File: config.mk
export PLATFORM = sky130hd
export DESIGN_NAME = uart_tx_framer
export DESIGN_NICKNAME = d
export VERILOG_FILES = /design/src/rtl/uart_tx_pkg.sv /design/src/rtl/uart_tx_fmt_dec.sv /design/src/rtl/uart_tx_parity.sv /design/src/rtl/uart_tx_bit_timer.sv /design/src/rtl/uart_tx_seq.sv /design/src/rtl/uart_tx_framer.sv
export SDC_FILE = /design/constraint.sdc
export NUM_CORES = 1
export LEC_CHECK = 0
export BUFFER_PORTS_ARGS = -buffer_cell sky130_fd_sc_hd__buf_2
export CAP_MARGIN = 20
export CORE_ASPECT_RATIO = 0.75
export CORE_MARGIN = 1
export CORE_UTILIZATION = 57
export CTS_CLUSTER_SIZE = 30
export DETAILED_ROUTE_END_ITERATION = 10
export GPL_TIMING_DRIVEN = 0
export PLACE_DENSITY = 0.87
export SETUP_SLACK_MARGIN = 0.02
export SYNTH_ARGS = -nofsm -noshare
export SYNTH_HDL_FRONTEND = slang
export SYNTH_HIERARCHICAL = 1
export SYNTH_SLANG_ARGS = --single-unit
File: constraint.sdc
create_clock -name clk -period 3.95 [get_ports clk]
set_input_delay 0.9875 -clock clk [delete_from_list [all_inputs] [get_ports clk]]
set_output_delay 0.9875 -clock clk [all_outputs]
set_load 0.01 [all_outputs]
File: src/rtl/uart_tx_pkg.sv
package uart_tx_pkg;

   localparam int unsigned MAX_DATA_BITS = 9;
   localparam int unsigned CTRL_BITS     = 7;
   localparam int unsigned NB_W          = $clog2(MAX_DATA_BITS + 1);

   typedef enum logic [2:0] {
      ST_IDLE  = 3'd0,
      ST_START = 3'd1,
      ST_DATA  = 3'd2,
      ST_PAR   = 3'd3,
      ST_STOP  = 3'd4
   } tx_state_e;

   typedef enum logic [1:0] {
      PAR_ODD   = 2'd0,
      PAR_EVEN  = 2'd1,
      PAR_MARK  = 2'd2,
      PAR_SPACE = 2'd3
   } par_kind_e;

   typedef struct packed {
      logic [NB_W-1:0] nbits;
      logic            par_en;
      par_kind_e       par_kind;
      logic [2:0]      stop_halves;
   } frame_fmt_t;

endpackage

File: src/rtl/uart_tx_fmt_dec.sv
module uart_tx_fmt_dec
   import uart_tx_pkg::*;
(
   input  logic [5:0] fields,
   input  logic       nine_bit,
   output frame_fmt_t fmt
);

   localparam logic [NB_W-1:0] MIN_LEN = NB_W'(5);
   localparam logic [NB_W-1:0] NINE    = NB_W'(MAX_DATA_BITS);

   always_comb begin
      fmt.nbits    = nine_bit ? NINE : MIN_LEN + NB_W'(fields[1:0]);
      fmt.par_en   = !nine_bit && fields[3];
      fmt.par_kind = par_kind_e'(fields[5:4]);
      if (!fields[2])
         fmt.stop_halves = 3'd2;
      else if (fmt.nbits == MIN_LEN)
         fmt.stop_halves = 3'd3;
      else
         fmt.stop_halves = 3'd4;
   end

endmodule

File: src/rtl/uart_tx_parity.sv
module uart_tx_parity
   import uart_tx_pkg::*;
(
   input  logic [MAX_DATA_BITS-1:0] data,
   input  frame_fmt_t               fmt,
   output logic                     pbit
);

   logic [MAX_DATA_BITS-1:0] keep;
   logic                     ones_odd;

   for (genvar gi = 0; gi < MAX_DATA_BITS; gi++) begin : g_mask
      assign keep[gi] = (fmt.nbits > NB_W'(gi));
   end

   assign ones_odd = ^(data & keep);

   always_comb begin
      case (fmt.par_kind)
         PAR_ODD:  pbit = ~ones_odd;
         PAR_EVEN: pbit = ones_odd;
         PAR_MARK: pbit = 1'b1;
         default:  pbit = 1'b0;
      endcase
   end

endmodule

File: src/rtl/uart_tx_bit_timer.sv
module uart_tx_bit_timer #(
   parameter int unsigned OVERSAMPLE = 16
) (
   input  logic       clk,
   input  logic       rst_n,
   input  logic       tick,
   input  logic       restart,
   input  logic       in_stop,
   input  logic [2:0] stop_halves,
   output logic       bit_done
);

   localparam int unsigned HALF  = OVERSAMPLE / 2;
   localparam int unsigned CNT_W = $clog2(2 * OVERSAMPLE) + 1;

   if (OVERSAMPLE < 4 || (OVERSAMPLE % 2) != 0) begin : g_bad_ovs
      $error("OVERSAMPLE must be even and at least 4");
   end

   logic [CNT_W-1:0] cnt;
   logic [CNT_W-1:0] limit;

   assign limit    = in_stop ? CNT_W'(stop_halves) * CNT_W'(HALF) : CNT_W'(OVERSAMPLE);
   assign bit_done = tick && (cnt == limit - CNT_W'(1));

   always_ff @(posedge clk or negedge rst_n) begin
      if (!rst_n)
         cnt <= '0;
      else if (restart || bit_done)
         cnt <= '0;
      else if (tick)
         cnt <= cnt + CNT_W'(1);
   end

endmodule

File: src/rtl/uart_tx_seq.sv
module uart_tx_seq
   import uart_tx_pkg::*;
(
   input  logic                     clk,
   input  logic                     rst_n,
   input  logic                     accept,
   input  logic [MAX_DATA_BITS-1:0] data_in,
   input  frame_fmt_t               fmt_in,
   input  logic                     pbit_in,
   input  logic                     bit_done,
   output logic                     line,
   output logic                     in_stop,
   output logic [2:0]               stop_halves,
   output logic                     idle
);

   tx_state_e                state;
   logic [MAX_DATA_BITS-1:0] shreg;
   logic [NB_W-1:0]          idx;
   frame_fmt_t               fmt_q;
   logic                     pbit_q;

   always_ff @(posedge clk or negedge rst_n) begin
      if (!rst_n) begin
         state  <= ST_IDLE;
         shreg  <= '0;
         idx    <= '0;
         fmt_q  <= '0;
         pbit_q <= 1'b0;
      end else if (accept) begin
         state  <= ST_START;
         shreg  <= data_in;
         idx    <= '0;
         fmt_q  <= fmt_in;
         pbit_q <= pbit_in;
      end else if (bit_done) begin
         case (state)
            ST_START: state <= ST_DATA;
            ST_DATA: begin
               shreg <= shreg >> 1;
               idx   <= idx + NB_W'(1);
               if (idx == fmt_q.nbits - NB_W'(1))
                  state <= fmt_q.par_en ? ST_PAR : ST_STOP;
            end
            ST_PAR:  state <= ST_STOP;
            default: state <= ST_IDLE;
         endcase
      end
   end

   always_comb begin
      case (state)
         ST_START: line = 1'b0;
         ST_DATA:  line = shreg[0];
         ST_PAR:   line = pbit_q;
         default:  line = 1'b1;
      endcase
   end

   assign in_stop     = (state == ST_STOP);
   assign stop_halves = fmt_q.stop_halves;
   assign idle        = (state == ST_IDLE);

endmodule

File: src/rtl/uart_tx_framer.sv
module uart_tx_framer
   import uart_tx_pkg::*;
#(
   parameter int unsigned OVERSAMPLE = 16
) (
   input  logic       clk,
   input  logic       rst_n,
   input  logic       tick,
   input  logic [6:0] ctrl_word,
   input  logic       nine_bit_en,
   input  logic [8:0] char_data,
   input  logic       char_valid,
   output logic       char_ready,
   output logic       txd,
   output logic       tx_idle
);

   localparam int unsigned BRK_BIT = CTRL_BITS - 1;

   frame_fmt_t fmt_now;
   logic       pbit_now;
   logic       accept;
   logic       bit_done;
   logic       frame_line;
   logic       in_stop;
   logic [2:0] stop_halves;
   logic       seq_idle;

   assign accept = char_valid && seq_idle;

   uart_tx_fmt_dec u_fmt (
      .fields   (ctrl_word[5:0]),
      .nine_bit (nine_bit_en),
      .fmt      (fmt_now)
   );

   uart_tx_parity u_par (
      .data (char_data),
      .fmt  (fmt_now),
      .pbit (pbit_now)
   );

   uart_tx_bit_timer #(.OVERSAMPLE(OVERSAMPLE)) u_timer (
      .clk         (clk),
      .rst_n       (rst_n),
      .tick        (tick),
      .restart     (accept),
      .in_stop     (in_stop),
      .stop_halves (stop_halves),
      .bit_done    (bit_done)
   );

   uart_tx_seq u_seq (
      .clk         (clk),
      .rst_n       (rst_n),
      .accept      (accept),
      .data_in     (char_data),
      .fmt_in      (fmt_now),
      .pbit_in     (pbit_now),
      .bit_done    (bit_done),
      .line        (frame_line),
      .in_stop     (in_stop),
      .stop_halves (stop_halves),
      .idle        (seq_idle)
   );

   assign char_ready = seq_idle;
   assign tx_idle    = seq_idle;
   assign txd        = ctrl_word[BRK_BIT] ? 1'b0 : frame_line;

endmodule

=== After elaboration in Yosys (flattened, before gate mapping) ===
Cells that the tools add are included.

* Bits in registers: 31
* Output and inout port bits: 3

* Order comparisons: 9
* Muxes and demuxes: 20
* Equality and inequality tests: 10
* Reduce and logical (&&, ||, !) cells: 13
* Bitwise gates (word level): 2
* Add/sub/neg operators: 5

{| class="wikitable"
|+ Operators by type and width
! operator !! number
|-
| $mux 9 || 3
|-
| $mux 3 || 6
|-
| $mux 6 || 3
|-
| $gt 4x3->1 const B || 4
|-
| $mux 4 || 4
|-
| $and 9x9->9 || 1
|-
| $pmux 3 s3 || 1
|-
| $reduce_xor 9->1 || 1
|-
| $gt 4x1->1 const B || 2
|-
| $gt 4x2->1 const B || 2
|-
| $add 6x1->6 const B || 1
|-
| $eq 3x2->1 const B || 2
|-
| $eq 6x6->1 || 1
|-
| $pmux 1 s3 || 2
|-
| $reduce_bool 2->1 || 3
|-
| $sub 6x1->6 const B || 1
|-
| $add 3x2->4 const A || 1
|-
| $add 4x1->4 const B || 1
|-
| $eq 4x3->1 const B || 1
|-
| $eq 4x4->1 || 1
|-
| $gt 4x4->1 const B || 1
|-
| $reduce_and 2->1 || 2
|-
| $sub 4x1->4 const B || 1
|-
| $eq 3x1->1 const B || 1
|-
| other kinds (11) || 13
|}

=== Depth between registers and ports, before layout ===
* Depth in word-level cells: 7
* Mapped depth: 11
* Mapped depth without buffers: 11

=== Hierarchy ===
The synthesis kept the hierarchy.

{| class="wikitable"
|+ Modules (own cells, without submodules)
! module !! area an instance (um2) !! times used !! cells an instance
|-
| uart_tx_seq || 1262.5 || 1 || 117
|-
| uart_tx_bit_timer || 412.9 || 1 || 38
|-
| uart_tx_parity || 261.5 || 1 || 36
|-
| uart_tx_fmt_dec || 87.6 || 1 || 12
|-
| uart_tx_framer || 27.5 || 1 || 3
|}

=== Worst setup path before layout ===
No wires, ideal clock.

* Path kind: input -> register
* Start: input ctrl_word[0]
* End: register u_seq.pbit_q
* Buffers on the path: 0
* Data arrival time: 3.338 ns
* Slack: 0.487 ns
* Stages: 10
* Data required time: 3.825 ns
* Cell sequence: ha_1 > nor2_1 > inv_1 > nor3_2 > mux2i_1 > xor2_1 > xor2_1 > or4_1 > o211a_1 > mux2_2

{| class="wikitable"
|+ RTL lines
! item !! RTL line !! text
|-
| from (decl) || uart_tx_framer.sv:9 || <nowiki>input logic [6:0] ctrl_word,</nowiki>
|-
| to (signal assigned) || uart_tx_seq.sv:35 || <nowiki>pbit_q <= pbit_in;</nowiki>
|-
| to (decl) || uart_tx_seq.sv:21 || <nowiki>logic pbit_q;</nowiki>
|}

==> impl_metrics.py <==
metrics = {
    "setup_path": {
        "worstSetupEndpointType": "flop",
        "rrSetupSlack_ns": 0.76,
        "crit_family": "simple AND/OR/NAND/NOR gates",
        "max_stage_delay_ns": 0.49,
        "critPathKind": "in -> reg",
        "arrival_ns": 3.86,
        "r2r-end": "u_seq/shreg[7]",
        "r2r_start": "u_seq/state[1]",
        "crit_chain": "buf_2 -> ha_1 -> nor2_1 -> inv_1 -> nor3_2 -> mux2i_1 -> xor2_2 -> xor2_1 -> or4_1 -> o211a_1 -> mux2_2",
        "cp.required_ns": 4.12,
        "cp_slowest_cell": "or4_1",
        "critPathMaxFanout": 8,
        "path_buf_inv": 2,
        "worst_setup_path_start_kind": "primary input",
        "r2r_cells": 11,
    },
    "grt": {
        "grt_usage_pct": 24.0,
        "grt_pass1_vias": 1514,
        "grt-ovfl-total": 0,
        "grt_max_degree": 32,
        "grt_first_pass_wirelength_mm": 7.00,
        "antenna_found_initial": 0,
    },
    "drt": {
        "drt_iter0_markers": 114,
        "m1WireLength_mm": 1.96,
        "wl_met3_um": 276,
        "maxUsedRoutingLayer": "met4",
        "drc": 1,
        "viasPerCell": 6.00,
        "dr_wl_met2_mm": 1.87,
        "ant_nets": 0,
        "num_vias": 1645,
        "wire_per_inst_um": 15.1,
        "dr.pass1.iters": 7,
        "wl_mm": 4.15,
    },
    "timing": {
        "worst_pin_slew_ns": 0.697,
        "max-slew-margin-rel_pct": 53.6,
        "min_period_ns": 3.69,
        "setup_viol": 0,
        "tns_ns": 0,
        "max_freq_ghz": 0.271,
        "rsz0062_at_grt": "no",
        "skew_ns": 0.00495,
        "hold_violations": 0,
        "period_share_pct": 93.5,
        "final_max_slew_viol_count": 0,
    },
    "power": {
        "power_density_nw_per_um2": 580,
        "power.total_mw": 1.35,
        "ir_drop_mv": 0.335,
        "p_leak_nw": 1.00,
    },
    "clocking": {
        "postCtsSetupBuffers": 0,
        "cts-resized-gates": 0,
        "clock_latency_ns": 0.28,
        "path_clk_slew_ns": 0.07,
        "cts_buffer_depth": 2,
        "cts_root_buf": "clkbuf_8",
        "h-tree-depth": 2,
        "clock-sinks": 31,
        "cts_buffers": 5,
        "postCtsHoldBufs": 0,
        "tritoncts": "built",
    },
    "min_path": {
        "hold-path-endpoint": "u_seq/stop_halves[0]",
        "min_path_cells": 1,
        "min-delay-start": "u_seq/stop_halves[0]",
        "min_path_type": "reg -> reg",
    },
    "synthesis": {
        "synth_top_family_by_area": "simple AND/OR/NAND/NOR gates",
        "ys_ff_latch": 31,
        "syn-num-nets": 232,
        "muxShareOfSynthArea_pct": 9.70,
        "yosys.cell_types.count": 52,
        "synth_top_area_share_pct": 37.8,
        "syn_area_per_cell_sq_um": 9.96,
        "synth_top_flop_cell": "dfrtp_1",
        "synthAdderAreaFrac_pct": 3.05,
        "synth-xor-area-share_pct": 9.82,
        "synth_compound_area_share_pct": 13.0,
        "syn-instance-count": 206,
        "synth.most_common_cell": "dfrtp_1",
        "synth_area_sq_um": 2050,
        "synth-edff-count": 0,
        "async_reset_ff_share_pct": 100,
        "synth_commonest_cells": "dfrtp_1, nand2_1, xnor2_1",
        "yosysSeqAreaShare_pct": 37.8,
        "yosysWarnings": 6,
        "synth.area.top_cells": "dfrtp_1, xnor2_1, mux2i_1, nand2_1, mux2_2",
        "yosysTopAreaCell": "dfrtp_1",
        "synth-simple-area-share_pct": 20.4,
    },
    "floorplanning": {
        "die_w_um": 71.3,
        "die_h_um": 54.0,
        "ioPinCount": 24,
        "dieArea_sq_um": 3850,
        "initial_utilization_pct": 61.1,
        "std_cell_rows": 18,
        "fp.coreArea_sq_um": 3360,
    },
    "status": {
        "status": "complete, but fails checks",
        "violations": "design-rule violations",
    },
    "layout": {
        "num_antenna_cells": 0,
        "nets": 259,
        "drive_above_1_share_pct": 24.4,
        "area_growth_pct": 13.4,
        "fill_cells": 256,
    },
    "place": {
        "gp_congestion": 0.823,
        "io_buffers": 20,
        "hpwl_mm": 2.89,
    },
    "flow_run": {
        "cap_viol_max_count": 0,
    },
}
-- worst max path at each step --
stage                       from      endpoint  slack (ns)  cells past startpoint
floorplan           ctrl_word[0]  u_seq/pbit_q        0.49                     10
global placement    ctrl_word[0]  u_seq/pbit_q        0.08                     11
detailed placement  ctrl_word[0]  u_seq/pbit_q        0.03                     11
CTS                 ctrl_word[0]  u_seq/pbit_q        0.22                     11
global route        ctrl_word[0]  u_seq/pbit_q        0.04                     11
finish              ctrl_word[0]  u_seq/pbit_q        0.26                     11
-- power breakdown --
part | switching (mW) | total, mW | internal (mW)
Sequential | 0.0895 | 0.521 | 0.432
Clock | 0.121 | 0.325 | 0.204
Combinational | 0.258 | 0.505 | 0.247
-- metrics by stage --
step / setup slack, ns / utilization [%] / hold WS, ns / std cells / area, sq um
final: 0.258 / 69.4 / 0.510 / 274 / 2330
after global routing: 0.0423 / 69.4 / 0.517 / 274 / 2330
after CTS: 0.223 / 69.1 / 0.513 / 274 / 2320
after detailed placement: 0.0273 / 65.6 / 0.498 / 266 / 2200
after global placement: 0.0840 / 65.6 / 0.490 / 266 / 2200
after floorplan: 0.487 / - / 0.475 / 206 / 2050
-- routing by layer --
metal  GRT usage [%]  vias to the layer above
met1            32.6                      783
met4            6.00                        0
met2            38.9                       71
met5               0                        -
met3            5.99                        6
li1                -                      785
-- registers in the layout (all words and copies together), names as in the netlist --
name / count
u_seq/idx: 4
u_seq/stop_halves: 3
u_seq/state: 3
u_timer/cnt: 6
u_seq/shreg: 9
u_seq/fmt_q: 5
u_seq/pbit_q: 1
-- kinds of logic after synthesis --
group / count (synthesis)
buf+inv: 20
simple gates: 72
xor+xnor: 23
mux: 19
fa+ha+maj: 5
flops: 31
compound gates: 36
-- placed cells by master, fill, tap and decap left out, drive strengths merged, types with 7 or more instances in the layout --
| cell | n |
|---|---|
| buf | 32 |
| dfrtp | 31 |
| nand2 | 22 |
| xnor2 | 14 |
| o21ai | 13 |
| mux2i | 12 |
| nor2 | 9 |
| xor2 | 9 |
| clkbuf | 8 |
| mux2 | 7 |
-- final cells by class --
cell class / instances / area (sq um) / area share (%)
Clock inverter: 2 / 35.0 / 1.51
Multi-Input combinational cell: 155 / 1160 / 49.7
Inverter: 6 / 22.5 / 0.968
Tap cell: 40 / 50.0 / 2.15
Timing Repair Buffer: 20 / 100 / 4.30
Buffer: 14 / 105 / 4.52
Sequential cell: 31 / 776 / 33.3
Clock buffer: 6 / 82.6 / 3.55
-- worst register-to-register path, stage by stage (launching register included) --
cell	delay, ns
dfrtp_1	0.36
buf_2	0.17
nor3_1	0.50
nand2_1	0.13
ha_1	0.33
xnor2_1	0.16
a211oi_4	0.34
and2_1	0.31
and4bb_4	0.32
buf_8	0.16
mux2i_1	0.22
o21ai_1	0.08
(Power assumes the default switching activity.)
